**src/rtl/evq_pkg.sv**
```systemverilog
package evq_pkg;
  localparam int PAY_BYTES  = 60;
  localparam int PAY_W      = PAY_BYTES * 8;
  localparam int REC_W      = 512;
  localparam int LEN_FIELD_W = 21;

  localparam int CI_PHASE_BIT = 20;
  localparam int CI_SUM_LO    = 24;
  localparam int CI_ARM_BIT   = 31;

  typedef enum logic {
    IRQ_REARM  = 1'b0,
    IRQ_ALWAYS = 1'b1
  } irq_mode_e;

  typedef struct packed {
    logic        phase;
    logic [14:0] zero;
    logic [7:0]  size;
    logic        src;
    logic [6:0]  kind;
  } desc_t;

  function automatic logic [3:0] nibble_sum(input logic [31:0] w);
    logic [31:0] m;
    logic [3:0]  x;
    m = w;
    m[CI_SUM_LO +: 4] = 4'h0;
    x = 4'h0;
    for (int i = 0; i < 8; i++) x = x ^ m[4*i +: 4];
    return x;
  endfunction

  function automatic logic [REC_W-1:0] pack_record(input logic [PAY_W-1:0] pay,
                                                   input desc_t d);
    logic [REC_W-1:0] r;
    logic [31:0]      dw;
    dw = d;
    r = '0;
    r[PAY_W-1:0] = pay;
    for (int b = 0; b < 4; b++) r[PAY_W + 8*b +: 8] = dw[31 - 8*b -: 8];
    return r;
  endfunction
endpackage

```
**src/rtl/evq_ring_ptr.sv**
```systemverilog
module evq_ring_ptr #(
  parameter int IDX_W = 9,
  parameter int LEN_W = IDX_W + 1
) (
  input  logic             clk,
  input  logic             rst_n,
  input  logic             adv,
  input  logic [LEN_W-1:0] len,
  output logic [IDX_W-1:0] idx,
  output logic             phase
);
  logic last;
  assign last = (LEN_W'(idx) == len - LEN_W'(1));

  always_ff @(posedge clk or negedge rst_n) begin
    if (!rst_n) begin
      idx   <= '0;
      phase <= 1'b0;
    end else if (adv) begin
      if (last) begin
        idx   <= '0;
        phase <= ~phase;
      end else begin
        idx <= idx + IDX_W'(1);
      end
    end
  end
endmodule

```
**src/rtl/evq_ci_port.sv**
```systemverilog
module evq_ci_port
  import evq_pkg::*;
#(
  parameter int IDX_W = 9
) (
  input  logic             clk,
  input  logic             rst_n,
  input  logic             ci_valid,
  input  logic [31:0]      ci_word,
  input  logic             arm_clr,
  output logic [IDX_W-1:0] cons_idx,
  output logic             cons_phase,
  output logic             armed,
  output logic             ci_ok,
  output logic             ci_err
);
  logic sum_match;
  assign sum_match = (nibble_sum(ci_word) == ci_word[CI_SUM_LO +: 4]);
  assign ci_ok     = ci_valid && sum_match;

  always_ff @(posedge clk or negedge rst_n) begin
    if (!rst_n) begin
      cons_idx   <= '0;
      cons_phase <= 1'b0;
      armed      <= 1'b0;
      ci_err     <= 1'b0;
    end else begin
      if (ci_ok) begin
        cons_idx   <= ci_word[IDX_W-1:0];
        cons_phase <= ci_word[CI_PHASE_BIT];
        armed      <= ci_word[CI_ARM_BIT];
      end else if (arm_clr) begin
        armed <= 1'b0;
      end
      if (ci_valid && !sum_match) ci_err <= 1'b1;
    end
  end
endmodule

```
**src/rtl/evq_irq_gen.sv**
```systemverilog
module evq_irq_gen
  import evq_pkg::*;
(
  input  logic clk,
  input  logic rst_n,
  input  logic mode,
  input  logic armed,
  input  logic pending,
  input  logic commit,
  input  logic ci_ok,
  output logic arm_clr,
  output logic irq
);
  logic fire;
  assign fire    = (irq_mode_e'(mode) == IRQ_REARM) && armed && pending && !ci_ok;
  assign arm_clr = fire;

  always_ff @(posedge clk or negedge rst_n) begin
    if (!rst_n) irq <= 1'b0;
    else if (irq_mode_e'(mode) == IRQ_ALWAYS) irq <= commit;
    else irq <= fire;
  end
endmodule

```
**src/rtl/evq_producer.sv**
```systemverilog
module evq_producer
  import evq_pkg::*;
#(
  parameter int PAGE_ELEMS = 64,
  parameter int MAX_PAGES  = 8,
  localparam int LIMIT = PAGE_ELEMS * MAX_PAGES,
  localparam int IDX_W = $clog2(LIMIT),
  localparam int LEN_W = IDX_W + 1
) (
  input  logic                   clk,
  input  logic                   rst_n,
  input  logic [LEN_FIELD_W-1:0] cfg_len,
  input  logic                   cfg_mode,
  input  logic                   ev_valid,
  output logic                   ev_ready,
  input  logic [6:0]             ev_type,
  input  logic                   ev_src,
  input  logic [7:0]             ev_size,
  input  logic [PAY_W-1:0]       ev_data,
  output logic                   el_valid,
  input  logic                   el_ready,
  output logic [IDX_W-1:0]       el_idx,
  output logic [REC_W-1:0]       el_data,
  input  logic                   ci_valid,
  input  logic [31:0]            ci_word,
  output logic                   ci_err,
  output logic [IDX_W-1:0]       prod_idx,
  output logic                   irq
);
  localparam int P_ISSUE  = 0;
  localparam int P_COMMIT = 1;

  logic [LEN_W-1:0] eff_len;
  assign eff_len = (cfg_len > LEN_FIELD_W'(LIMIT)) ? LEN_W'(LIMIT) : cfg_len[LEN_W-1:0];

  logic [1:0]       ptr_adv;
  logic [IDX_W-1:0] ptr_idx [2];
  logic             ptr_ph  [2];

  for (genvar g = 0; g < 2; g++) begin : g_ptr
    evq_ring_ptr #(.IDX_W(IDX_W), .LEN_W(LEN_W)) u_ptr (
      .clk   (clk),
      .rst_n (rst_n),
      .adv   (ptr_adv[g]),
      .len   (eff_len),
      .idx   (ptr_idx[g]),
      .phase (ptr_ph[g])
    );
  end

  logic [IDX_W-1:0] cons_idx;
  logic             cons_phase, armed, ci_ok, arm_clr;

  evq_ci_port #(.IDX_W(IDX_W)) u_ci (
    .clk        (clk),
    .rst_n      (rst_n),
    .ci_valid   (ci_valid),
    .ci_word    (ci_word),
    .arm_clr    (arm_clr),
    .cons_idx   (cons_idx),
    .cons_phase (cons_phase),
    .armed      (armed),
    .ci_ok      (ci_ok),
    .ci_err     (ci_err)
  );

  logic             init_q;
  logic [LEN_W-1:0] init_cnt;
  logic             el_valid_q, el_is_ev_q;
  logic [IDX_W-1:0] el_idx_q;
  logic [REC_W-1:0] el_data_q;

  logic slot_free, full, ev_take, init_take, commit, pending;
  desc_t new_desc;

  assign slot_free = !el_valid_q || el_ready;
  assign full      = (ptr_idx[P_ISSUE] == cons_idx) && (ptr_ph[P_ISSUE] != cons_phase);
  assign ev_ready  = !init_q && slot_free && !full;
  assign ev_take   = ev_valid && ev_ready;
  assign init_take = init_q && slot_free && (init_cnt < eff_len);
  assign commit    = el_valid_q && el_ready && el_is_ev_q;
  assign pending   = (ptr_idx[P_COMMIT] != cons_idx) || (ptr_ph[P_COMMIT] != cons_phase);

  assign ptr_adv[P_ISSUE]  = ev_take;
  assign ptr_adv[P_COMMIT] = commit;

  always_comb begin
    new_desc       = '0;
    new_desc.phase = ~ptr_ph[P_ISSUE];
    new_desc.size  = ev_size;
    new_desc.src   = ev_src;
    new_desc.kind  = ev_type;
  end

  always_ff @(posedge clk or negedge rst_n) begin
    if (!rst_n) begin
      init_q   <= 1'b1;
      init_cnt <= '0;
    end else if (init_q) begin
      if (init_take) init_cnt <= init_cnt + LEN_W'(1);
      else if (init_cnt == eff_len) init_q <= 1'b0;
    end
  end

  always_ff @(posedge clk or negedge rst_n) begin
    if (!rst_n) begin
      el_valid_q <= 1'b0;
      el_is_ev_q <= 1'b0;
      el_idx_q   <= '0;
      el_data_q  <= '0;
    end else if (init_take) begin
      el_valid_q <= 1'b1;
      el_is_ev_q <= 1'b0;
      el_idx_q   <= init_cnt[IDX_W-1:0];
      el_data_q  <= '0;
    end else if (ev_take) begin
      el_valid_q <= 1'b1;
      el_is_ev_q <= 1'b1;
      el_idx_q   <= ptr_idx[P_ISSUE];
      el_data_q  <= pack_record(ev_data, new_desc);
    end else if (el_ready) begin
      el_valid_q <= 1'b0;
    end
  end

  evq_irq_gen u_irq (
    .clk     (clk),
    .rst_n   (rst_n),
    .mode    (cfg_mode),
    .armed   (armed),
    .pending (pending),
    .commit  (commit),
    .ci_ok   (ci_ok),
    .arm_clr (arm_clr),
    .irq     (irq)
  );

  assign el_valid = el_valid_q;
  assign el_idx   = el_idx_q;
  assign el_data  = el_data_q;
  assign prod_idx = ptr_idx[P_COMMIT];
endmodule

```
**config.mk**
```make
export PLATFORM = sky130hd
export DESIGN_NAME = evq_producer
export DESIGN_NICKNAME = d
export VERILOG_FILES = /design/src/rtl/evq_pkg.sv /design/src/rtl/evq_ring_ptr.sv /design/src/rtl/evq_ci_port.sv /design/src/rtl/evq_irq_gen.sv /design/src/rtl/evq_producer.sv
export SDC_FILE = /design/constraint.sdc
export NUM_CORES = 1
export LEC_CHECK = 0
export CAP_MARGIN = 20
export CORE_AREA = 2 2 422 424
export DETAILED_ROUTE_END_ITERATION = 8
export DIE_AREA = 0 0 424 426
export SLEW_MARGIN = 20
export SYNTH_ARGS = -nofsm -noshare
export SYNTH_HDL_FRONTEND = slang
export SYNTH_HIERARCHICAL = 1
export SYNTH_SLANG_ARGS = --single-unit
```
**constraint.sdc**
```tcl
create_clock -name clk -period 2.6 [get_ports clk]
set_input_delay 0.78 -clock clk [delete_from_list [all_inputs] [get_ports clk]]
set_output_delay 0.78 -clock clk [all_outputs]
set_load 0.05 [all_outputs]
```
Yosys cells after proc, flatten, opt, wreduce, memory -nomap -nowiden
Index checks and enable logic that the tools add are counted.
Widths: inputs -> output; s select.
- flip-flop bits (word level): 567
- word-level logic and storage cells: 82
- output and inout port bits: 534
- add/subtract/negate cells: 4
- multiplexer cells: 18
- reductions and logical operators: 26
- bitwise operators: 9
- equal/unequal tests: 8
- order comparisons: 2
- operators by type and width (cell ; count):
    $mux 512 ; 2
    $mux 9 ; 4
    $xor 4x4->4 ; 6
    $gt 21x10->1 const B ; 1
    $eq 9x10->1 ; 2
    $add 9x1->9 const B ; 2
    $logic_and 1x1->1 ; 13
    $mux 1 ; 11
    $add 10x1->10 const B ; 1
    $eq 10x10->1 ; 1
    $lt 10x10->1 ; 1
    $mux 10 ; 1
    $sub 10x1->10 const B ; 1
    $eq 9x9->1 ; 1
    $ne 9x9->1 ; 1
    $reduce_and 2->1 ; 3
    $logic_not 1->1 ; 5
    $eq 4x4->1 ; 1
    $reduce_bool 2->1 ; 2
    $not 1->1 ; 3
    $reduce_bool 3->1 ; 1
    $logic_or 1x1->1 ; 2
    $ne 1x1->1 ; 2

Longest topological paths before layout
- word-level depth: 12
- depth in mapped cells: 14
- depth with buffers taken out: 13

Cells and area by module
Netlist, hierarchy kept.
- modules (own cells, without submodules) (module ; cells each ; times used ; seq. area each (um2) ; area each (um2)):
    evq_producer ; 2390 ; 1 ; 12988.7 ; 21834.7
    evq_ring_ptr ; 107 ; 2 ; 250.2 ; 875.8
    evq_ci_port ; 58 ; 1 ; 300.3 ; 754.5
    evq_irq_gen ; 3 ; 1 ; 25.0 ; 45.0

Worst setup path after synthesis
Ideal clock, no wire load.
- path kind: input to register
- start: input cfg_len[15]
- end: register g_ptr[1].u_ptr.idx[4]
- cell stages on the path: 11
- arrival: 3598 ps
- path buffers: 0
- path slack: -1142 ps
- path through: nor4_1 > nand3_1 > a21oi_1 > and2_1 > inv_1 > ha_1 > xnor2_1 > a211oi_1 > or3b_2 > nor4_4 > o22ai_1
- cells in the longest elaborated chain, start to end: 5
- RTL lines (element ; RTL line ; source):
    from (decl) ; evq_producer.sv:12 ; input logic [LEN_FIELD_W-1:0] cfg_len,
    $gt 21x10->1 ; evq_producer.sv:34 ; assign eff_len = (cfg_len > LEN_FIELD_W'(LIMIT)) ? LEN_W'(LIMIT) : cfg_len[LEN_W-1:0];
    $mux 10 ; evq_producer.sv:34 ;
    net eff_len[0] ; evq_producer.sv:33 ; logic [LEN_W-1:0] eff_len;
    $sub 10x1->10 ; evq_ring_ptr.sv:13 ; assign last = (LEN_W'(idx) == len - LEN_W'(1));
    $eq 9x10->1 ; evq_ring_ptr.sv:13 ;
    $mux 9 ; evq_ring_ptr.sv:20 ; if (last) begin
    to (signal assigned) ; evq_ring_ptr.sv:24 ; idx <= idx + IDX_W'(1);
    to (decl) ; evq_ring_ptr.sv:9 ; output logic [IDX_W-1:0] idx,
The timed path passes the listed nets, and every way through them passes these cells.
A chain may end at the register's enable or synchronous reset.

Final worst setup path
- start: input cfg_len[14]
- end: register el_data_q[133] (netlist: el_data[133])
- cells in the longest elaborated chain, start to end: 5
- RTL lines (element ; RTL line ; source):
    $gt 21x10->1 * ; evq_producer.sv:34 ;
    $mux 10 * ; evq_producer.sv:34 ;
    $lt 10x10->1 * ; evq_producer.sv:80 ; assign init_take = init_q && slot_free && (init_cnt < eff_len);
    $logic_and 1x1->1 * ; evq_producer.sv:80 ;
    $mux 512 / $reduce_bool 2->1 (equally long branches) ; - ;
    to (signal assigned) ; evq_producer.sv:120 ; el_data_q <= pack_record(ev_data, new_desc);
    to (decl) ; evq_producer.sv:71 ; logic [REC_W-1:0] el_data_q;
Mark *: on every way between the ends. The rest lies on a longest branch, timed or not.

==> impl_metrics.py <==
metrics = {
    "synth": {
        "yosys_warnings": 6,
        "sequential_fraction_of_the_synthesis_area": 0.566,
        "synth_cells": 2665,
        "synth.lib_cells_used.distinct": 57,
        "synthesis.area_per_instance_um2": 9.15,
        "synth_edf_count": 0,
        "ys_seq_elements": 552,
        "syn_area_um2": 24400,
        "ys_dominant_reg_cell": "sky130_fd_sc_hd__dfrtp_1",
        "synthArstFlopShare": 1.00,
    },
    "die": {
        "floorplan.die_area_um2": 181000,
        "design.core.area_um2": 176000,
        "floorplan.rows": 154,
        "floorplan.initialDensity": 0.139,
        "die_x_um": 424,
        "num_io_pins": 1089,
        "vertical_die_dimension_um": 426,
    },
    "power_and_ir_drop": {
        "switchingPower_w": 0.00637,
        "power_frac_clock": 0.449,
        "p_int_w": 0.0170,
        "vdd_ir_drop_max_v": 0.000393,
        "share_seq_of_total_power": 0.387,
        "p_sw_frac": 0.273,
        "pwr_density_cell_nw_per_um2": 518,
        "comb_power_share": 0.165,
        "report.power.total_w": 0.0233,
        "p_leak_nw": 18.7,
    },
    "clock_tree": {
        "postCtsHoldBufs": 0,
        "max-clock-path-buffers": 3,
        "worst_skew_pair.late_latency_ps": 670,
        "clock_tree.root_cell": "sky130_fd_sc_hd__clkbuf_16",
        "htree_num_levels": 3,
        "clock_sink_count": 552,
        "cts.clk_slew.worst_paths_ps": 60,
        "tritoncts": "yes",
        "cts_inserted_buffers": 73,
    },
    "routing": {
        "wirelength_mm": 149,
        "post_drt_wl_per_cell_um": 23.5,
        "vias_per_cell": 4.15,
        "drtIter0Drc": 2229,
        "drt_first_pass_iters": 5,
        "via_count": 26351,
        "drtAntennaViolNets": 0,
        "drc": 0,
    },
    "run_status": {
        "outcome": "finished with violations",
        "failed_checks": "negative setup slack",
    },
    "sta": {
        "worst_clock_skew_ps": 19.0,
        "timing.final.crit_period_ps": 3190,
        "grt_setup_unrepaired": "yes",
        "setup_viol": 908,
        "fin_crit_sh": 1.23,
        "report.final.slew_viol_count": 0,
        "worst_slew_pin_slew_ps": 684,
        "max-slew-margin-rel": 0.542,
        "final_critical_path_setup_slack_ps": -589,
        "achievable-frequency_mhz": 314,
        "timing.hold.ws_ps": 96.8,
        "timing.final.hold_violations": 0,
    },
    "grt": {
        "overall_routing_resource_usage": 0.157,
        "grt_antenna_before_repair": 41,
        "first_global_vias": 26349,
        "global_route.overflow_total": 0,
        "wire_length_of_the_first_global_routing_pass_mm": 204,
        "maximum_number_of_pins_on_one_net_before_global_route_repair": 72,
    },
    "worst_setup_path": {
        "critical_path.max_fanout": 6,
        "start_kind": "primary input",
        "worst-endpoint-required_ps": 3140,
        "critical_path.endpoint_type": "flop",
        "timing.setup.critical_path_class": "primary input to flop",
        "arrival_ps": 3730,
    },
    "final_layout": {
        "stdcell_area_um2": 45100,
        "final_nets": 4508,
        "final_cell_utilization_of_the_core": 0.257,
        "final_layout_size_suffix_gt1_frac": 0.232,
        "flow.area_growth_from_synthesis_pct": 84.9,
    },
    "place": {
        "port_buf_inserts": 1073,
        "place.gp.congestion": 0.922,
        "placed_area_um2": 39300,
        "placement.setup.worst_slack_ps": -1490,
        "dp_hpwl_mm": 111,
    },
    "flow_run": {
        "drv.max_cap_violation_count": 0,
    },
    "min_path": {
        "worstHoldPathType": "primary input to asynchronous set/reset pin",
    },
}
## stage by stage
step / setup TNS, ps / std cells
CTS: -202910 / 6327
global placement: -709640 / 6089
detailed placement: -754710 / 6089
global route: -301900 / 6337
floorplan: -303930 / 2679
finish: -263120 / 6342
## per-layer routing
metal / GRT usage / share of wire / vias to the layer above
met2: 0.247 / 0.46 / 1213
met5: 0 / 0.0011 / -
met3: 0.0432 / 0.079 / 236
met4: 0.0695 / 0.045 / 24
li1: - / - / 11719
met1: 0.200 / 0.41 / 13159
## worst paths after layout
check,start,endpoint,cells after the start,slack [ps]
max reg2reg,u_ci/cons_idx[7]$_DFFE_PN0P_,el_idx[4]$_DFFE_PN0P_,10,0
max in group asynchronous,rst_n,el_data[249]$_DFFE_PN0P_,2,1650
min in group clk,u_ci/ci_err$_DFFE_PN0P_,u_ci/ci_err$_DFFE_PN0P_,1,480
max,cfg_len[14],el_data[133]$_DFFE_PN0P_,18,-590
min,rst_n,el_data[167]$_DFFE_PN0P_,1,100
min reg2reg,u_ci/ci_err$_DFFE_PN0P_,u_ci/ci_err$_DFFE_PN0P_,1,480
## placed cells by master, fill, tap and decap left out, drive strengths merged, types with 5 or more instances in the layout
| cell | count |
|---|---|
| xnor2 | 53 |
| nand4 | 8 |
| and3 | 12 |
| xor2 | 32 |
| conb | 15 |
| clkdlybuf4s15 | 6 |
| ha | 15 |
| diode | 10 |
| nand2 | 523 |
| mux2i | 5 |
| nor3 | 11 |
| o21ai | 514 |
| clkbuf | 108 |
| buf | 482 |
| nand2b | 5 |
| nor4 | 17 |
| dfrtp | 551 |
| a21oi | 12 |
| clkinv | 10 |
| a221o | 10 |
| nor2 | 34 |
| mux2 | 11 |
| and2 | 6 |
| inv | 36 |
| clkdlybuf4s50 | 933 |
| a31oi | 5 |
| nand3 | 508 |
## registers in the layout, indices dropped and copies added, names as in the netlist, 2 cells and up
register           flops
g_ptr.u_ptr/phase      2
el_data              497
g_ptr.u_ptr/idx       18
u_ci/cons_idx          9
init_cnt              10
el_idx                 9
## power groups by stage
stage	Clock [W]	Combinational (W)	Sequential, W
2_1_floorplan	0	0.00102	0.00927
3_3_place_gp	0	0.00287	0.00916
3_5_place_dp	0	0.00289	0.00917
4_1_cts	0.0108	0.00378	0.00902
5_1_grt	0.0111	0.00405	0.00904
6_report	0.0105	0.00385	0.00902
## synth_stat cells, drive strengths merged (3+ instances only)
cell	number	share of area
nand3	508	0.10
mux2	11	0.0065
nor2	34	0.0052
xor2	32	0.011
o21ai	514	0.11
o31ai	4	0.0012
xnor2	53	0.019
mux2i	5	0.0021
nor3b	4	0.0012
nor3	11	0.0023
a31oi	5	0.0013
inv	30	0.0046
a221o	9	0.0037
nand2b	5	0.0013
a21oi	10	0.0022
clkbuf	163	0.025
ha	15	0.0077
nor4	17	0.0058
or3	4	0.0010
nand2	523	0.081
buf	85	0.020
nand4	8	0.0021
and3	12	0.0031
dfrtp	551	0.57
and2	6	0.0015
or4	3	0.00092
a41oi	4	0.0014
or3b	4	0.0014
## cells by family after synthesis
logic type,after synthesis,share of synthesized area
AO/OA/AOI/OAI,569,0.123
multiplexers,16,0.00852
AND/OR/NAND/NOR,1149,0.214
adder cells (fa/ha/maj),15,0.00770
XOR/XNOR,85,0.0305
other,1,0.000154
flip-flops,552,0.566
buffers and inverters,278,0.0493
## critical path, stage by stage
cell	delay, ps
sky130_fd_sc_hd__buf_2	110
sky130_fd_sc_hd__nor4_4	320
sky130_fd_sc_hd__nand3_4	150
sky130_fd_sc_hd__buf_6	160
sky130_fd_sc_hd__a21oi_4	170
sky130_fd_sc_hd__buf_4	150
sky130_fd_sc_hd__nand2_2	70
sky130_fd_sc_hd__ha_1	220
sky130_fd_sc_hd__a41oi_2	210
sky130_fd_sc_hd__o21ai_2	100
sky130_fd_sc_hd__a221o_4	420
sky130_fd_sc_hd__buf_12	160
sky130_fd_sc_hd__buf_12	140
sky130_fd_sc_hd__buf_12	150
sky130_fd_sc_hd__buf_12	120
sky130_fd_sc_hd__buf_16	130
sky130_fd_sc_hd__nand2_1	60
sky130_fd_sc_hd__o21ai_1	70
## timing repair
| action | in CTS | in global routing |
|---|---|---|
| resized for setup | 691 | 28 |
| cloned | 45 | 5 |
| setup endpoints to repair | 942 | 942 |
| hold endpoints to repair | 0 | 0 |
| pin swaps | 249 | 3 |
| buffers inserted | 64 | 2 |
## layout make-up
class	instances	area (um^2)
clock buffer	105	2130
sequential	552	13800
antenna	10	25.0
clock inverter	24	312
inverter	30	118
tap	2340	2930
multi-input combinational	1852	10700
fill	18687	131000
timing repair buffer	1429	15100
Note: power is estimated with default switching activity, not from simulation.
